===== src/rtl/tmr_pkg.sv =====
package tmr_pkg;

    localparam int REG_W    = 8;
    localparam int MODE_LSB = 2;
    localparam int OVF_BIT  = 0;

    typedef enum logic [1:0] {
        MODE_STOP = 2'b00,
        MODE_FREE = 2'b01,
        MODE_EXT  = 2'b10,
        MODE_CMP  = 2'b11
    } tmr_mode_e;

    typedef enum logic [1:0] {
        EDGE_FALL = 2'b00,
        EDGE_RISE = 2'b01,
        EDGE_NONE = 2'b10,
        EDGE_BOTH = 2'b11
    } edge_sel_e;

    typedef struct packed {
        tmr_mode_e mode;
        logic      ovf;
    } ctrl_s;

    function automatic logic edge_valid(edge_sel_e sel, logic rise, logic fall);
        case (sel)
            EDGE_FALL: return fall;
            EDGE_RISE: return rise;
            EDGE_BOTH: return rise | fall;
            default:   return 1'b0;
        endcase
    endfunction

    function automatic logic [REG_W-1:0] pack_ctrl(ctrl_s c);
        logic [REG_W-1:0] r;
        r = '0;
        r[MODE_LSB +: 2] = c.mode;
        r[OVF_BIT]       = c.ovf;
        return r;
    endfunction

endpackage


===== src/rtl/tmr_edge_sync.sv =====
module tmr_edge_sync
    import tmr_pkg::*;
#(
    parameter int SYNC_STAGES = 2
) (
    input  logic      clk,
    input  logic      rst,
    input  logic      pin,
    input  edge_sel_e sel,
    output logic      edge_hit
);
    localparam int CHAIN_W = SYNC_STAGES + 1;

    logic [CHAIN_W-1:0] chain;
    logic               rise;
    logic               fall;

    genvar g;
    generate
        for (g = 0; g < CHAIN_W; g++) begin : g_stage
            if (g == 0) begin : g_first
                always_ff @(posedge clk) begin
                    if (rst) chain[g] <= 1'b0;
                    else     chain[g] <= pin;
                end
            end else begin : g_next
                always_ff @(posedge clk) begin
                    if (rst) chain[g] <= 1'b0;
                    else     chain[g] <= chain[g-1];
                end
            end
        end
    endgenerate

    always_comb begin
        rise     = chain[SYNC_STAGES-1] & ~chain[SYNC_STAGES];
        fall     = ~chain[SYNC_STAGES-1] & chain[SYNC_STAGES];
        edge_hit = edge_valid(sel, rise, fall);
    end

endmodule


===== src/rtl/tmr_ctrl_reg.sv =====
module tmr_ctrl_reg
    import tmr_pkg::*;
(
    input  logic             clk,
    input  logic             rst,
    input  logic             reg_wr,
    input  logic [REG_W-1:0] reg_wdata,
    input  logic             bit_wr,
    input  logic [2:0]       bit_idx,
    input  logic             bit_val,
    input  logic             ovf_evt,
    output ctrl_s            ctrl
);
    localparam logic [2:0] IDX_OVF  = 3'(OVF_BIT);
    localparam logic [2:0] IDX_MLO  = 3'(MODE_LSB);
    localparam logic [2:0] IDX_MHI  = 3'(MODE_LSB + 1);

    logic [1:0] mode_nxt;
    logic       sw_clr;

    always_comb begin
        mode_nxt = ctrl.mode;
        sw_clr   = 1'b0;
        if (reg_wr) begin
            mode_nxt = reg_wdata[MODE_LSB +: 2];
            sw_clr   = ~reg_wdata[OVF_BIT];
        end else if (bit_wr) begin
            if (bit_idx == IDX_MLO) mode_nxt[0] = bit_val;
            if (bit_idx == IDX_MHI) mode_nxt[1] = bit_val;
            if (bit_idx == IDX_OVF) sw_clr      = ~bit_val;
        end
    end

    always_ff @(posedge clk) begin
        if (rst) begin
            ctrl.mode <= MODE_STOP;
            ctrl.ovf  <= 1'b0;
        end else begin
            ctrl.mode <= tmr_mode_e'(mode_nxt);
            ctrl.ovf  <= ovf_evt | (ctrl.ovf & ~sw_clr);
        end
    end

endmodule


===== src/rtl/tmr_count_core.sv =====
module tmr_count_core
    import tmr_pkg::*;
#(
    parameter int CNT_W = 16
) (
    input  logic             clk,
    input  logic             rst,
    input  tmr_mode_e        mode,
    input  logic             tick,
    input  logic             ext_edge,
    input  logic [CNT_W-1:0] cmp_val,
    output logic [CNT_W-1:0] count,
    output logic             match_pulse,
    output logic             ovf_evt
);
    localparam logic [CNT_W-1:0] CNT_MAX = '1;

    logic [CNT_W-1:0] count_nxt;
    logic             match_now;
    logic             at_max;

    assign at_max = (count == CNT_MAX);

    always_comb begin
        count_nxt = count;
        match_now = 1'b0;
        ovf_evt   = 1'b0;
        case (mode)
            MODE_STOP: count_nxt = '0;
            MODE_FREE: begin
                if (tick) begin
                    count_nxt = count + 1'b1;
                    ovf_evt   = at_max;
                end
            end
            MODE_EXT: begin
                if (ext_edge) begin
                    count_nxt = '0;
                end else if (tick) begin
                    count_nxt = count + 1'b1;
                    ovf_evt   = at_max;
                end
            end
            MODE_CMP: begin
                if (tick) begin
                    ovf_evt = at_max;
                    if (count == cmp_val) begin
                        count_nxt = '0;
                        match_now = 1'b1;
                    end else begin
                        count_nxt = count + 1'b1;
                    end
                end
            end
            default: count_nxt = '0;
        endcase
    end

    always_ff @(posedge clk) begin
        if (rst) begin
            count       <= '0;
            match_pulse <= 1'b0;
        end else begin
            count       <= count_nxt;
            match_pulse <= match_now;
        end
    end

endmodule


===== src/rtl/tmr_mode_timer.sv =====
module tmr_mode_timer
    import tmr_pkg::*;
#(
    parameter int CNT_W       = 16,
    parameter int SYNC_STAGES = 2
) (
    input  logic             clk,
    input  logic             rst,
    input  logic             tick,
    input  logic             ext_pin,
    input  logic [1:0]       edge_sel,
    input  logic [CNT_W-1:0] cmp_val,
    input  logic             reg_wr,
    input  logic [7:0]       reg_wdata,
    input  logic             bit_wr,
    input  logic [2:0]       bit_idx,
    input  logic             bit_val,
    output logic [7:0]       reg_rdata,
    output logic [CNT_W-1:0] count,
    output logic             match_pulse
);
    ctrl_s ctrl;
    logic  ext_edge;
    logic  ovf_evt;

    tmr_edge_sync #(.SYNC_STAGES(SYNC_STAGES)) sync_i (
        .clk      (clk),
        .rst      (rst),
        .pin      (ext_pin),
        .sel      (edge_sel_e'(edge_sel)),
        .edge_hit (ext_edge)
    );

    tmr_ctrl_reg reg_i (
        .clk       (clk),
        .rst       (rst),
        .reg_wr    (reg_wr),
        .reg_wdata (reg_wdata),
        .bit_wr    (bit_wr),
        .bit_idx   (bit_idx),
        .bit_val   (bit_val),
        .ovf_evt   (ovf_evt),
        .ctrl      (ctrl)
    );

    tmr_count_core #(.CNT_W(CNT_W)) core_i (
        .clk         (clk),
        .rst         (rst),
        .mode        (ctrl.mode),
        .tick        (tick),
        .ext_edge    (ext_edge),
        .cmp_val     (cmp_val),
        .count       (count),
        .match_pulse (match_pulse),
        .ovf_evt     (ovf_evt)
    );

    assign reg_rdata = pack_ctrl(ctrl);

endmodule


===== config.mk =====
export PLATFORM = sky130hd
export DESIGN_NAME = tmr_mode_timer
export DESIGN_NICKNAME = d
export VERILOG_FILES = /design/src/rtl/tmr_pkg.sv /design/src/rtl/tmr_edge_sync.sv /design/src/rtl/tmr_ctrl_reg.sv /design/src/rtl/tmr_count_core.sv /design/src/rtl/tmr_mode_timer.sv
export SDC_FILE = /design/constraint.sdc
export NUM_CORES = 1
export LEC_CHECK = 0
export ABC_CLOCK_PERIOD_IN_PS = 3100
export BUFFER_PORTS_ARGS = -buffer_cell sky130_fd_sc_hd__buf_2
export CAP_MARGIN = 20
export CORE_MARGIN = 3
export CORE_UTILIZATION = 45
export CTS_BUF_LIST = sky130_fd_sc_hd__clkbuf_8
export CTS_CLUSTER_DIAMETER = 200
export CTS_CLUSTER_SIZE = 14
export DETAILED_ROUTE_END_ITERATION = 6
export PLACE_DENSITY = 0.83
export SLEW_MARGIN = 10
export SYNTH_ARGS = -nofsm -noshare
export SYNTH_HDL_FRONTEND = slang
export SYNTH_SLANG_ARGS = --single-unit

===== constraint.sdc =====
create_clock -name clk -period 3.1 [get_ports clk]
set_clock_uncertainty 0.05 [all_clocks]
set_input_delay 0.31 -clock clk [delete_from_list [all_inputs] [get_ports clk]]
set_output_delay 0.31 -clock clk [all_outputs]
set_load 0.01 [all_outputs]

Word-level counts from Yosys, hierarchy flattened
Index checks and enable logic that the tools add are counted.

cells by class
  $add $sub $neg = 1
  eq/ne operators = 10
  muxes and demuxes = 17
  bitwise operators = 12
  reduce and logical (&&, ||, !) cells = 10

operators by type and width
  operator                                       number
  two-way mux 16 bit                             4
  one-hot mux 16 bit (4 select lines)            1
  adder 16 x 1 -> 16 bit, second input constant  1
  == test 16 bit                                 1
  == test 16 bit, second input constant          1
  two-way mux 1 bit                              8
  inverter 1 bit                                 7
  == test 2 bit, second input constant           3
  == test 3 x 2 -> 1 bit, second input constant  2
  nonzero test 2 bit                             3
  == test 2 x 1 -> 1 bit, second input constant  2
  logical NOT 2 bit                              2
  two-way mux 2 bit                              2
  AND reduction 2 bit                            2
  bitwise AND 1 bit                              3
  logical NOT 3 bit                              1
  one-hot mux 1 bit (3 select lines)             1
  OR reduction 3 bit                             1
  inequality test 2 bit, second input constant   1
  OR 1 bit                                       2
  one-hot mux 1 bit (2 select lines)             1
  OR reduction 2 bit                             1

word-level totals
  flip-flop bits (word level) = 23
  output and inout port bits = 25
  logic and storage cells = 58

Logic depth before layout (Yosys ltp)
  depth in word-level cells = 7
  depth in mapped cells = 9
  mapped depth without buffers = 8

Hierarchy
Synthesis repeated with hierarchy kept, for this count alone.

second synthesis, totals
  cells, all modules = 178
  area total of the unflattened synthesis = 1,519.0 sq um

by module, submodules not included
  module          times used  cells each  area an instance (sq um)  seq. area each (sq um)
  tmr_count_core  1           141         1,188.6                   340.3
  tmr_ctrl_reg    1           18          160.2                     60.1
  tmr_edge_sync   1           13          128.9                     60.1
  tmr_mode_timer  1           6           41.3                      0.0

Worst setup path before layout
Ideal clock, no wire load.

  path type = flip-flop to flip-flop
  start = reg core_i.count[5]
  end = reg core_i.count[7]
  setup time = 0.119 ns
  arrival = 1.756 ns
  required time = 2.931 ns
  slack = 1.176 ns
  cell stages (with the launch flop) = 9
  buffers on the path = 2
  clock period less this slack = 1.924 ns
  cells stage by stage = dfxtp_1 buf_6 xnor2_1 nand4_1 nor4_2 buf_6 nor2_4 o2111a_1 o221a_1

on the way
  word-level cells in the longest chain between the ends = 4

RTL lines
  item                                                      line                                                              source
  start: declaration                                        tmr_count_core.sv:12                                              output logic [CNT_W-1:0] count,
  start signal: assignment                                  tmr_count_core.sv:64                                              count <= count_nxt;
  adder 16 x 1 -> 16 bit or == test 16 bit (tied branches)  n/a
  two-way mux 16 bit, on equally long branches              tmr_count_core.sv:47, tmr_count_core.sv:31, tmr_count_core.sv:39
  two-way mux 16 bit, on equally long branches              tmr_count_core.sv:45, tmr_count_core.sv:37
  one-hot mux 16 bit (4 select lines) *                     tmr_count_core.sv:28                                              case (mode)

Every way passes the cells marked *; elsewhere a longest branch is shown, timed or not. The select of a mux whose other input is x is not followed.
A chain may end at the register's enable or synchronous reset.

Final worst setup path
  start = reg core_i.count[5]
  end = reg core_i.count[0]

on the way
  word-level cells in the longest chain between the ends = 4

RTL lines
  item                                 line                  source
  == test 16 bit                       tmr_count_core.sv:47  if (count == cmp_val) begin
  two-way mux 16 bit                   tmr_count_core.sv:47
  two-way mux 16 bit                   tmr_count_core.sv:45  if (tick) begin
  one-hot mux 16 bit (4 select lines)  tmr_count_core.sv:28

No other way between the ends. The select of a mux whose other input is x is not followed.

==> impl_metrics.env <==
export IMPL_status="completed"
export IMPL_synth_edf_count=0
export IMPL_period_share_pct=74.8
export IMPL_diodes=0
export IMPL_grt_start_max_net_pins=30
export IMPL_place_congestion=0.944
export IMPL_die_w_um=67.4
export IMPL_fmax_mhz=431
export IMPL_critPathMaxStageDelay_ps=510
export IMPL_cp_end_kind="flip-flop"
export IMPL_detail_route_antenna_nets=0
export IMPL_crit_type="reg2reg"
export IMPL_synth_seq_cells=23
export IMPL_cp_top_family="simple AND/OR/NAND/NOR gates"
export IMPL_clk_pin_slew_worst_paths_ps=80
export IMPL_drive_gt1_share_pct=24.2
export IMPL_portBuffers=50
export IMPL_total_power_mw=0.614
export IMPL_syn_inst=215
export IMPL_drv_slew=0
export IMPL_required_ps=3210
export IMPL_dp_cells=302
export IMPL_hold_violations=0
export IMPL_area_growth_pct=15.3
export IMPL_hold_buffers=0
export IMPL_post_drt_via_cell_ratio=5.72
export IMPL_drc=0
export IMPL_yosys_top_cells_count="23 x dfxtp_1, 21 x nor2_1, 18 x nand2_1"
export IMPL_worst_path_buf_inv=1
export IMPL_overflow=0
export IMPL_p_per_area_nw_per_um2=314
export IMPL_finalNonFillerCells=306
export IMPL_clk_insertion_delay_late_ps=260
export IMPL_synth_top_area_cell="dfxtp_1"
export IMPL_dr_pass1_iters=4
export IMPL_grt_pass1_vias=1574
export IMPL_io_pins=61
export IMPL_synth_top_area_share_pct=27.1
export IMPL_start_util_pct=48.6
export IMPL_tightest_slew_ps=621
export IMPL_yosysMostFrequentCell="dfxtp_1"
export IMPL_cts_buffer_depth=2
export IMPL_yosys_cell_types_count=51
export IMPL_slew_headroom_pct=58.3
export IMPL_drtIter0Drc=116
export IMPL_drv_cap=0
export IMPL_critical_path_cell_chain="xnor2_1 > nand4_1 > nor4_2 > buf_4 > o21ai_1 > and2_1 > mux2_2"
export IMPL_slowest_stage="dfxtp_1"
export IMPL_cts_resized=0
export IMPL_rrSetupSlack_ps=780
export IMPL_utilization_pct=56.0
export IMPL_die_area_um2=4550
export IMPL_hp_class="in2reg"
export IMPL_post_route_min_period_ps=2320
export IMPL_cts_sinks=23
export IMPL_yosys_warnings=0
export IMPL_core_area_um2=3490
export IMPL_yosysSeqAreaShare_pct=27.1
export IMPL_grt_usage_pct=21.8
export IMPL_cts_buffers_inserted=3
export IMPL_avgSynthCellArea_um2=7.90
export IMPL_cts_htree_levels=1
export IMPL_grt_pass1_wl_um=7600
export IMPL_vdd_drop_max_v=0.000177
export IMPL_synthFlopType="dfxtp_1"
export IMPL_start_kind="flip-flop"
export IMPL_p_leak_nw=0.798
export IMPL_critPathArrivalTime_ps=2430
export IMPL_wl_per_cell_um=15.2
export IMPL_dieHeight_um=67.4
export IMPL_dp_hpwl_um=3540
export IMPL_cp_max_fo=10
export IMPL_synthTopCellsByArea="dfxtp_1 27%, xnor2_1 8.8%, nor2_1 4.6%"
export IMPL_cts_setup_buffers=0
export IMPL_finalSetupTns_ps=0
export IMPL_grt_setup_unrepaired="false"
export IMPL_synthArstFlopShare_pct=0
export IMPL_tritoncts="done"
export IMPL_vias=1751
export IMPL_setup_viol=0
export IMPL_num_nets_final=300
export IMPL_rows=21
export IMPL_synth_area_um2=1700
export IMPL_pre_cts_slack_ps=828
export IMPL_setup_ws_ps=780
export IMPL_cts_root_buf="clkbuf_8"
export IMPL_antenna_found_initial=0
export IMPL_drt_total_wl_um=4660
cell usage in the layout (no fill, tap or decap), drive strengths merged, types with 2 or more instances in the layout:
cell	netlist	final
o2111a	3	3
conb	1	5
and2	4	4
ha	3	3
a31oi	3	3
mux2i	2	2
o31ai	5	5
nor2b	4	4
inv	7	8
o21ai	11	11
clkbuf	2	3
nand4b	2	2
a211oi	2	2
o211ai	3	3
nand4	9	9
and3	5	5
buf	14	53
nor3	11	11
a21oi	10	10
a311oi	2	2
nand3	9	9
nand2	18	18
nor4	3	3
o22ai	2	2
xnor2	17	17
dfxtp	23	23
nor2	22	22
cell type report:
cell class                      instances  area (um^2)
Fill cell                             342         1540
Multi-Input combinational cell        173         1100
Sequential cell                        23          460
Timing Repair Buffer                   53          273
Tap cell                               46         57.6
Clock buffer                            3         41.3
Inverter                                7         26.3
Clock inverter                          1         3.75
sequential cells by signal, indices dropped and copies added (netlist names):
name,cells
sync_i.chain,3
core_i.match_pulse,1
reg_i.ctrl,3
core_i.count,16
cells by family after synthesis:
kind of cell             synth area share, %
flip-flops                              27.1
multiplexers                            1.84
AND/OR/NAND/NOR                         28.4
adder cells (fa/ha/maj)                 2.21
buffers and inverters                   9.21
other                                  0.221
XOR/XNOR                                9.29
AO/OA/AOI/OAI                           21.7
worst paths after layout:
| path | start | endpoint | cells past startpoint |
|---|---|---|---|
| hold reg to reg | sync_i.chain[0] | sync_i.chain[1] | 1 |
| setup reg to reg | core_i.count[5] | core_i.count[0] | 7 |
| setup / recovery | core_i.count[5] | core_i.count[0] | 7 |
| hold / removal | ext_pin | sync_i.chain[0] | 2 |
report_power, final:
part	switching [mW]	internal, mW
logic	0.0755	0.0490
clock network	0.0944	0.0884
registers	0.00713	0.300
total	0.177	0.437
per-stage QoR:
stage	area, um^2	hold WS (ps)
2_1_floorplan	1710	364
3_3_place_gp	1910	371
3_5_place_dp	1910	377
4_1_cts	1960	205
5_1_grt	1960	234
6_report	1960	207
per-layer routing:
layer / global-route usage [%] / vias to the layer above / part of all wire (%)
met3: 2.83 / 4 / 9.0
li1: - / 868 / -
met2: 36.2 / 83 / 46
met1: 30.7 / 796 / 45
met4: 3.04 / 0 / 0.58
met5: 0 / - / 0
(Power assumes the default switching activity.)
